[src/rtl/irq_pkg.sv]
package irq_pkg;
  typedef enum logic [1:0] {
    PRIO_OFF = 2'b00,
    PRIO_LO  = 2'b01,
    PRIO_MID = 2'b10,
    PRIO_HI  = 2'b11
  } prio_e;
endpackage

[src/rtl/irq_flags.sv]
module irq_flags #(
  parameter int N_SRC = 32
) (
  input  logic             clk_i,
  input  logic             rst_ni,
  input  logic [N_SRC-1:0] set_i,
  input  logic [N_SRC-1:0] w1c_i,
  input  logic [N_SRC-1:0] disp_clr_i,
  output logic [N_SRC-1:0] flags_o
);
  logic [N_SRC-1:0] flags_q;

  // hardware set overrides both clear paths
  always_ff @(posedge clk_i or negedge rst_ni) begin
    if (!rst_ni) flags_q <= '0;
    else         flags_q <= (flags_q & ~w1c_i & ~disp_clr_i) | set_i;
  end

  assign flags_o = flags_q;

  p_set_wins_r3: assert property (@(posedge clk_i) disable iff (!rst_ni)
    (|set_i) |=> ((flags_q & $past(set_i)) == $past(set_i)));

  p_one_clear_r5: assert property (@(posedge clk_i) disable iff (!rst_ni)
    $onehot0(disp_clr_i));
endmodule

[src/rtl/irq_pick.sv]
module irq_pick #(
  parameter int N_SRC = 32,
  parameter int IDX_W = $clog2(N_SRC)
) (
  input  logic [N_SRC-1:0]      pend_i,
  input  logic [N_SRC-1:0][1:0] prio_i,
  output logic                  valid_o,
  output logic [IDX_W-1:0]      idx_o
);
  logic [1:0] best;

  // scan from the top so ties settle on the lowest index
  always_comb begin
    best    = 2'd0;
    valid_o = 1'b0;
    idx_o   = '0;
    for (int i = N_SRC - 1; i >= 0; i--) begin
      if (pend_i[i] && prio_i[i] != 2'd0 && prio_i[i] >= best) begin
        best    = prio_i[i];
        idx_o   = IDX_W'(i);
        valid_o = 1'b1;
      end
    end
  end

  always_comb begin
    if (valid_o) begin
      p_winner_enabled_r6: assert (pend_i[idx_o] && prio_i[idx_o] != 2'd0);
    end
  end
endmodule

[src/rtl/irq_gate.sv]
module irq_gate #(
  parameter int          CNT_W   = 4,
  parameter int unsigned CNT_RST = 1
) (
  input  logic             clk_i,
  input  logic             rst_ni,
  input  logic             inc_i,
  input  logic             dec_i,
  output logic [CNT_W-1:0] cnt_o,
  output logic             open_o
);
  localparam logic [CNT_W-1:0] CNT_MAX = {CNT_W{1'b1}};

  logic [CNT_W-1:0] cnt_q;

  always_ff @(posedge clk_i or negedge rst_ni) begin
    if (!rst_ni) cnt_q <= CNT_W'(CNT_RST);
    else if (inc_i && !dec_i && cnt_q != CNT_MAX) cnt_q <= cnt_q + 1'b1;
    else if (dec_i && !inc_i && cnt_q != '0)      cnt_q <= cnt_q - 1'b1;
  end

  assign cnt_o  = cnt_q;
  assign open_o = (cnt_q == '0);

  p_no_overflow_r11: assert property (@(posedge clk_i) disable iff (!rst_ni)
    (cnt_q == CNT_MAX && inc_i) |=> (cnt_q == CNT_MAX));

  p_no_underflow_r11: assert property (@(posedge clk_i) disable iff (!rst_ni)
    (cnt_q == '0 && dec_i && !inc_i) |=> (cnt_q == '0));
endmodule

[src/rtl/prio_irq_ctrl.sv]
module prio_irq_ctrl #(
  parameter int          N_SRC   = 32,
  parameter int          REG_W   = 16,
  parameter int          CNT_W   = 4,
  parameter int unsigned CNT_RST = 1,
  localparam int         N_SET   = N_SRC / REG_W,
  localparam int         IDX_W   = $clog2(N_SRC),
  localparam int         ADDR_W  = $clog2(3 * N_SET + 3)
) (
  input  logic              clk_i,
  input  logic              rst_ni,
  input  logic [N_SRC-1:0]  src_i,
  input  logic              reg_we_i,
  input  logic [ADDR_W-1:0] reg_addr_i,
  input  logic [REG_W-1:0]  reg_wdata_i,
  output logic [REG_W-1:0]  reg_rdata_o,
  output logic              irq_req_o,
  output logic [IDX_W-1:0]  irq_vec_o,
  input  logic              irq_ack_i
);
  import irq_pkg::*;

  localparam int A_FLAG = 2 * N_SET;
  localparam int A_CNT  = 3 * N_SET;
  localparam int A_INC  = A_CNT + 1;
  localparam int A_DEC  = A_CNT + 2;

  logic [N_SET-1:0][REG_W-1:0] en_lo_q, en_hi_q;
  logic [N_SRC-1:0]            w1c, disp_clr, flags;
  logic [N_SRC-1:0][1:0]       prio;
  logic                        pick_valid, gate_open, issue;
  logic [IDX_W-1:0]            pick_idx;
  logic [CNT_W-1:0]            cnt;
  logic                        req_q;
  logic [IDX_W-1:0]            vec_q;

  for (genvar k = 0; k < N_SET; k++) begin : g_set
    always_ff @(posedge clk_i or negedge rst_ni) begin
      if (!rst_ni) begin
        en_lo_q[k] <= '0;
        en_hi_q[k] <= '0;
      end else if (reg_we_i) begin
        if (reg_addr_i == ADDR_W'(k))         en_lo_q[k] <= reg_wdata_i;
        if (reg_addr_i == ADDR_W'(N_SET + k)) en_hi_q[k] <= reg_wdata_i;
      end
    end

    assign w1c[k*REG_W +: REG_W] =
      (reg_we_i && reg_addr_i == ADDR_W'(A_FLAG + k)) ? reg_wdata_i : '0;

    for (genvar b = 0; b < REG_W; b++) begin : g_bit
      assign prio[k*REG_W + b] = {en_hi_q[k][b], en_lo_q[k][b]};
    end
  end

  irq_flags #(.N_SRC(N_SRC)) u_flags (
    .clk_i     (clk_i),
    .rst_ni    (rst_ni),
    .set_i     (src_i),
    .w1c_i     (w1c),
    .disp_clr_i(disp_clr),
    .flags_o   (flags)
  );

  irq_pick #(.N_SRC(N_SRC), .IDX_W(IDX_W)) u_pick (
    .pend_i (flags),
    .prio_i (prio),
    .valid_o(pick_valid),
    .idx_o  (pick_idx)
  );

  irq_gate #(.CNT_W(CNT_W), .CNT_RST(CNT_RST)) u_gate (
    .clk_i (clk_i),
    .rst_ni(rst_ni),
    .inc_i (reg_we_i && reg_addr_i == ADDR_W'(A_INC)),
    .dec_i (reg_we_i && reg_addr_i == ADDR_W'(A_DEC)),
    .cnt_o (cnt),
    .open_o(gate_open)
  );

  assign issue = !req_q && gate_open && pick_valid;

  always_comb begin
    disp_clr = '0;
    if (issue) disp_clr[pick_idx] = 1'b1;
  end

  always_ff @(posedge clk_i or negedge rst_ni) begin
    if (!rst_ni) begin
      req_q <= 1'b0;
      vec_q <= '0;
    end else if (req_q) begin
      if (irq_ack_i) req_q <= 1'b0;
    end else if (issue) begin
      req_q <= 1'b1;
      vec_q <= pick_idx;
    end
  end

  assign irq_req_o = req_q;
  assign irq_vec_o = vec_q;

  always_comb begin
    reg_rdata_o = '0;
    for (int k = 0; k < N_SET; k++) begin
      if (reg_addr_i == ADDR_W'(k))          reg_rdata_o = en_lo_q[k];
      if (reg_addr_i == ADDR_W'(N_SET + k))  reg_rdata_o = en_hi_q[k];
      if (reg_addr_i == ADDR_W'(A_FLAG + k)) reg_rdata_o = flags[k*REG_W +: REG_W];
    end
    if (reg_addr_i == ADDR_W'(A_CNT)) reg_rdata_o = REG_W'(cnt);
  end

  p_gate_closed_r10: assert property (@(posedge clk_i) disable iff (!rst_ni)
    $rose(irq_req_o) |-> ($past(cnt) == '0));

  p_req_hold_r8: assert property (@(posedge clk_i) disable iff (!rst_ni)
    (irq_req_o && !irq_ack_i) |=> (irq_req_o && $stable(irq_vec_o)));

  p_ack_drop_r8: assert property (@(posedge clk_i) disable iff (!rst_ni)
    (irq_req_o && irq_ack_i) |=> !irq_req_o);
endmodule

[config.mk]
export PLATFORM = sky130hd
export DESIGN_NAME = prio_irq_ctrl
export DESIGN_NICKNAME = d
export VERILOG_FILES = /design/src/rtl/irq_pkg.sv /design/src/rtl/irq_flags.sv /design/src/rtl/irq_pick.sv /design/src/rtl/irq_gate.sv /design/src/rtl/prio_irq_ctrl.sv
export SDC_FILE = /design/constraint.sdc
export NUM_CORES = 1
export LEC_CHECK = 0
export BUFFER_PORTS_ARGS = -buffer_cell sky130_fd_sc_hd__buf_2
export CAP_MARGIN = 20
export CORE_MARGIN = 2
export CORE_UTILIZATION = 39
export CTS_CLUSTER_DIAMETER = 50
export DETAILED_ROUTE_END_ITERATION = 10
export PLACE_DENSITY = 0.55
export SLEW_MARGIN = 20
export SYNTH_ARGS = -nofsm -noshare
export SYNTH_HDL_FRONTEND = slang
export SYNTH_SLANG_ARGS = --single-unit
[constraint.sdc]
create_clock -name clk_i -period 75.7 [get_ports clk_i]
set_input_delay 15.14 -clock clk_i [delete_from_list [all_inputs] [get_ports clk_i]]
set_output_delay 15.14 -clock clk_i [all_outputs]
set_load 0.01 [all_outputs]
; ---- Word level (Yosys, flattened, before mapping)
; Index checks and enable logic that the tools add are counted.
[totals]
regBits = 106
inputBits = 56
output_inout_bits = 22
word_cells = 290
[op_classes]
n_addsub = 2
magnitude_cmp = 34
eq_ne = 9
n_mux = 112
bitwise_logic = 6
n_reduce_logical = 119
[ops]
columns = op, n
row1 = $mux 5, 32
row2 = $mux 16, 9
row3 = $logic_and 1x1->1, 75
row4 = $reduce_bool 2->1, 33
row5 = $and 32x32->32, 2
row6 = $not 32->32, 2
row7 = $ge 2x2->1, 31
row8 = $mux 2, 31
row9 = $mux 1, 36
row10 = $mux 32, 1
row11 = $or 32x32->32, 1
row12 = $eq 4x3->1 const B, 4
row13 = $reduce_and 2->1, 5
row14 = $eq 4x2->1 const B, 2
row15 = $logic_not 4->1, 2
row16 = $mux 4, 2
row17 = $lt 5x6->1 const B, 1
row18 = $demux 1 s5, 1
row19 = $ge 5x1->1 const B, 1
row20 = $add 4x1->4 const B, 1
row21 = $eq 4x1->1 const B, 1
row22 = $eq 4x4->1 const B, 1
row23 = $ne 4x4->1 const B, 1
row24 = $reduce_bool 4->1, 1
row25 = 4 further kinds, 6

; ---- Logic depth before layout (Yosys ltp)
[logic_depth]
ltp_word = 105
ltp_mapped = 222
ltp_nobuf = 221

; ---- Hierarchy
; A second synthesis with hierarchy kept.
[unflattened]
hier_cells = 1016
hier_area_um2 = 8832.2
[modules_own_cells]
columns = module, n_inst, cells_each, area_per_inst_um2, seq_area_each_um2
row1 = prio_irq_ctrl, 1, 417, 4311.6, 1751.7
row2 = irq_pick, 1, 483, 3085.5, 0.0
row3 = irq_flags, 1, 96, 1161.1, 800.8
row4 = irq_gate, 1, 20, 274.0, 101.3

; ---- Worst setup path before layout
; No wires, ideal clock.
[synth_timing]
kind = reg-to-reg
from = register u_flags.flags_q[31] (netlist: u_flags.flags_o[31])
to = register vec_q[3] (netlist: irq_vec_o[3])
setup_time_ns = 0.125
t_arrival_ns = 36.817
required_time_ns = 75.575
setup_slack_ns = 38.758
path_stages_with_launch = 217
n_path_buf = 1
period_less_slack_ns = 36.942
path_cell_list = dfrtp_1 -> nand2_1 -> inv_1 -> ha_1 -> nand2b_1 -> a21o_1 -> and3_1 -> or2_2 -> ha_1 -> nand2b_1 -> a21oi_1 -> nor2b_1 -> a211oi_1 -> nor2_1 -> ha_1 -> nand2b_1 -> nand2_1 -> o41ai_1 -> [181 not listed] -> ha_1 -> nand2b_1 -> a21oi_1 -> nor2b_1 -> nand2_1 -> o21ai_0 -> a21oi_1 -> a311o_1 -> ha_1 -> inv_1 -> a21boi_0 -> o221ai_1 -> nand2_1 -> nor2_1 -> nor4b_1 -> nand2_1 -> o31ai_4 -> mux2_2
[synth_via]
elab_chain_cells = 98
elab_cells_between_ends = 161
classes_between = order compare: 31 / mux: 95 / reduce/logical: 35
[synth_rtl]
columns = item, line
row1 = from (decl), irq_flags.sv:11  ; logic [N_SRC-1:0] flags_q;
row2 = from (signal assigned), irq_flags.sv:16  ; else flags_q <= (flags_q & ~w1c_i & ~disp_clr_i) | set_i;
row3 = $logic_and 1x1->1 (*) (2 in a row), irq_pick.sv:18  ; if (pend_i[i] && prio_i[i] != 2'd0 && prio_i[i] >= best) begin
row4 = $mux 2, irq_pick.sv:18
row5 = $ge 2x2->1, irq_pick.sv:18
row6 = $logic_and 1x1->1, irq_pick.sv:18
row7 = $mux 2, irq_pick.sv:18
row8 = $ge 2x2->1, irq_pick.sv:18
row9 = $logic_and 1x1->1, irq_pick.sv:18
row10 = $mux 2, irq_pick.sv:18
row11 = [81 not listed], -
row12 = $ge 2x2->1, irq_pick.sv:18
row13 = $logic_and 1x1->1, irq_pick.sv:18
row14 = $mux 2, irq_pick.sv:18
row15 = $ge 2x2->1, irq_pick.sv:18
row16 = $logic_and 1x1->1, irq_pick.sv:18
row17 = $mux 1, irq_pick.sv:18
row18 = $logic_and 1x1->1, prio_irq_ctrl.sv:81  ; assign issue = !req_q && gate_open && pick_valid;
row19 = $reduce_and 2->1 (no source line), -
row20 = to (signal assigned), prio_irq_ctrl.sv:96  ; vec_q <= pick_idx;
row21 = to (decl), prio_irq_ctrl.sv:35  ; logic [IDX_W-1:0] vec_q;
; Mark *: on every way between the ends. The rest lies on a longest branch, timed or not.
; A chain may end at the register's enable or synchronous reset.

; ---- Worst setup path after layout
[layout_timing]
from = register u_flags.flags_q[31] (netlist: u_flags.flags_o[31])
to = register u_flags.flags_q[23] (netlist: u_flags.flags_o[23])
[layout_via]
elab_chain_cells = 104
elab_cells_between_ends = 169
classes_between = order compare: 33 / mux: 98 / bitwise: 3 / reduce/logical: 35
[layout_rtl]
columns = item, line
row1 = $logic_and 1x1->1 (*) (2 in a row), irq_pick.sv:18
row2 = $mux 2, irq_pick.sv:18
row3 = $ge 2x2->1, irq_pick.sv:18
row4 = $logic_and 1x1->1, irq_pick.sv:18
row5 = $mux 2, irq_pick.sv:18
row6 = $ge 2x2->1, irq_pick.sv:18
row7 = $logic_and 1x1->1, irq_pick.sv:18
row8 = $mux 2, irq_pick.sv:18
row9 = [87 not listed], -
row10 = $lt 5x6->1 (implied by the code) or $ge 5x1->1 (tied branches), prio_irq_ctrl.sv:85  ; if (issue) disp_clr[pick_idx] = 1'b1;
row11 = $logic_and 1x1->1 (implied by the code), prio_irq_ctrl.sv:85
row12 = $mux 1 (implied by the code), prio_irq_ctrl.sv:85
row13 = $demux 1 s5, prio_irq_ctrl.sv:85
row14 = $mux 32 (*), prio_irq_ctrl.sv:85
row15 = $not 32->32 (*), irq_flags.sv:16
row16 = $and 32x32->32 (*), irq_flags.sv:16
row17 = $or 32x32->32 (*), irq_flags.sv:16
; Marks and branches as above.

==> flow_summary.ini <==
[grt]
grt_pass1_wl_um = 43600
antenna_found_initial = 0
grt_max_degree = 58
overflow = 0
grt_usage = 0.257
grt_pass1_vias = 7297

[setup_path]
critPathBufInv = 8
startpoint_type = flip-flop
rr_endpoint = u_flags.flags_o[23]
ff2ff_path_depth = 216
reg2reg_from = u_flags.flags_o[31]
required_ns = 75.95
path_common_cell = ha_1
slowest_delay_ns = 0.83
path_class = reg2reg
cp_top_family = compound AO/OA/AOI/OAI gates
path_max_fanout = 11
slowest_stage = a21oi_2
cp-end-kind = flip-flop
arrival_ns = 44.53
rrSetupSlack_ns = 31.42

[sta]
postLayoutSetupSlackWorst_ns = 31.42
hold_viol_final = 0
period_share = 0.585
period_needed_ns = 44.28
drv_slew = 0
slew-limit-headroom = 0.229
rsz0062_at_grt = false
fmax_ghz = 0.0226
worst_pin_slew_ns = 1.15
fin_skew_ns = 0.00864
finalSetupTns_ns = 0
setup-violations-final = 0
fin_hold_ws_ns = 0.479

[yosys]
synth_edf_count = 0
ys_top_cells_by_count = 154 x nand2_1, 105 x dfrtp_1, 71 x mux2_2, 48 x nor2_1
synthFlopType = dfrtp_1
ys_ff_latch = 106
async_flop_share = 1.00
ys_warn_count = 0
synth_cell_types = 82
syn_area_per_cell_sq_um = 8.66
synthCells = 962
yosys.area.top_type = dfrtp_1
ys_seq_area_frac = 0.319
yosys.cell_count.top_type = nand2_1
synthTopCellsByArea = dfrtp_1 32%, mux2_2 9.6%, nand2_1 6.9%
syn-num-nets = 1055
synth_area_sq_um = 8330
synth_top_area_share = 0.316

[worst_hold_path]
hold_class = reg2reg
min_to = irq_vec_o[1]
min_from = irq_vec_o[1]
hold_path_depth = 2

[clock_network]
tritoncts = done
ctsResizeCount = 0
clock-root-buffer = clkbuf_16
insertion_delay_ns = 0.36
holdBufCountCts = 0
htreeDepth = 3
numCtsBuffers = 9
clock-sinks = 106
clk_pin_slew_ns = 0.08
clock_path_buffers = 2
cts_setup_buffers = 0

[flow_run]
maxCapViolations = 0

[routing]
via_count = 7921
met3_length_um = 1790
wirelength_um = 28400
ant_nets = 0
vias_per_cell = 6.06
drc = 0
dr.pass1.iters = 6
highest_layer = met4
detail_route.iter0.violations = 699
dr_wl_met2_um = 12400
wl_met1_um = 13800
drt-wirelength-per-cell_um = 21.7

[place]
placed_area_sq_um = 9000
dpl.hpwl_um = 22000
place_ws_ns = 32.11
port_buffers = 77
dp_cells = 1292
place_congestion = 0.944

[finish]
layout-drive-gt1-share = 0.201
area_growth_pct = 11.3
layout.nets = 1121
final_area_sq_um = 9270
instances_no_fill = 1307
n_antenna_cell = 0
final_util = 0.441

[floorplanning]
start_util = 0.396
core_area_sq_um = 21000
rows = 53
dieArea_sq_um = 22500
io_pins = 78
die_h_um = 150
dieWidth_um = 150

[power_and_ir_drop]
leakage_nw = 3.83
power_uw = 310
ir_worst_vdd_uv = 17.4
power.density_nw_per_um2 = 33.5

[outcome]
status = finished clean
[worst reg2reg max path, delay by kind of cell (launching register included)]
family / cells / cell delay, ns
fa+ha+maj: 32 / 8.66
buf+inv: 8 / 0.59
simple gates: 96 / 14.56
flops: 1 / 0.46
mux: 6 / 2.09
compound gates: 74 / 17.83
[worst max-delay path by stage]
stage,from,endpoint,depth (start not counted)
2_1_floorplan,u_flags.flags_o[31],irq_vec_o[3],216
3_3_place_gp,u_flags.flags_o[31],u_flags.flags_o[23],216
3_5_place_dp,u_flags.flags_o[31],u_flags.flags_o[23],216
4_1_cts,u_flags.flags_o[31],u_flags.flags_o[23],215
5_1_grt,u_flags.flags_o[31],u_flags.flags_o[15],216
6_report,u_flags.flags_o[31],u_flags.flags_o[23],216
[power breakdown]
part	total [mW]	internal, mW	switching (mW)	leakage, nW
registers	0.0858	0.0679	0.0178	1.19
clock network	0.0446	0.0222	0.0224	0.114
logic	0.180	0.0697	0.110	2.53
[state kept, by name, indices dropped and copies added, names as in the netlist]
name / cells
en_hi_q: 32
en_lo_q: 32
irq_req_o: 1
irq_vec_o: 5
u_flags.flags_o: 32
u_gate.cnt_o: 4
[metal layers]
metal	vias up	track usage
met5	-	0
met4	0	0.0623
met3	29	0.0464
met2	248	0.376
met1	3889	0.390
li1	3755	-
[cells by family (layout without fill, tap and decap cells)]
logic type	count (synthesis)	count (layout)	share of synthesized area
AOI/OAI and AO/OA	266	266	0.243
buffers and inverters	75	145	0.0367
and+or+nand+nor	393	393	0.232
DFF	106	106	0.319
adders and majority gates	39	39	0.0589
xor gates and xnor gates	3	3	0.00316
muxes	80	80	0.107
[final cells by class]
class / instances / area, sq um
multi-input cells: 781 / 5400
well taps: 275 / 344
flip-flops and latches: 106 / 2650
fillers: 2093 / 11800
repair buffers: 84 / 440
clock inverters: 4 / 30.0
inverters: 46 / 173
clock buffers: 11 / 233
[placed cells by master (no fill, tap or decap), types with 10 or more instances in the layout]
master and count:
nor2_1 48, nand3_1 42, inv_1 46, a31o_1 25, a22oi_1 46, nor2b_1 14
and3_1 19, dfrtp_1 105, ha_1 36, buf_2 76, nand2_1 154, nor3_1 16
a31oi_1 12, o21ai_0 32, o21a_1 10, mux2_2 71, nand4_1 20, nand2b_1 29
and2_1 15, a21oi_1 36
No activity file was read; power rests on OpenSTA's default activity.
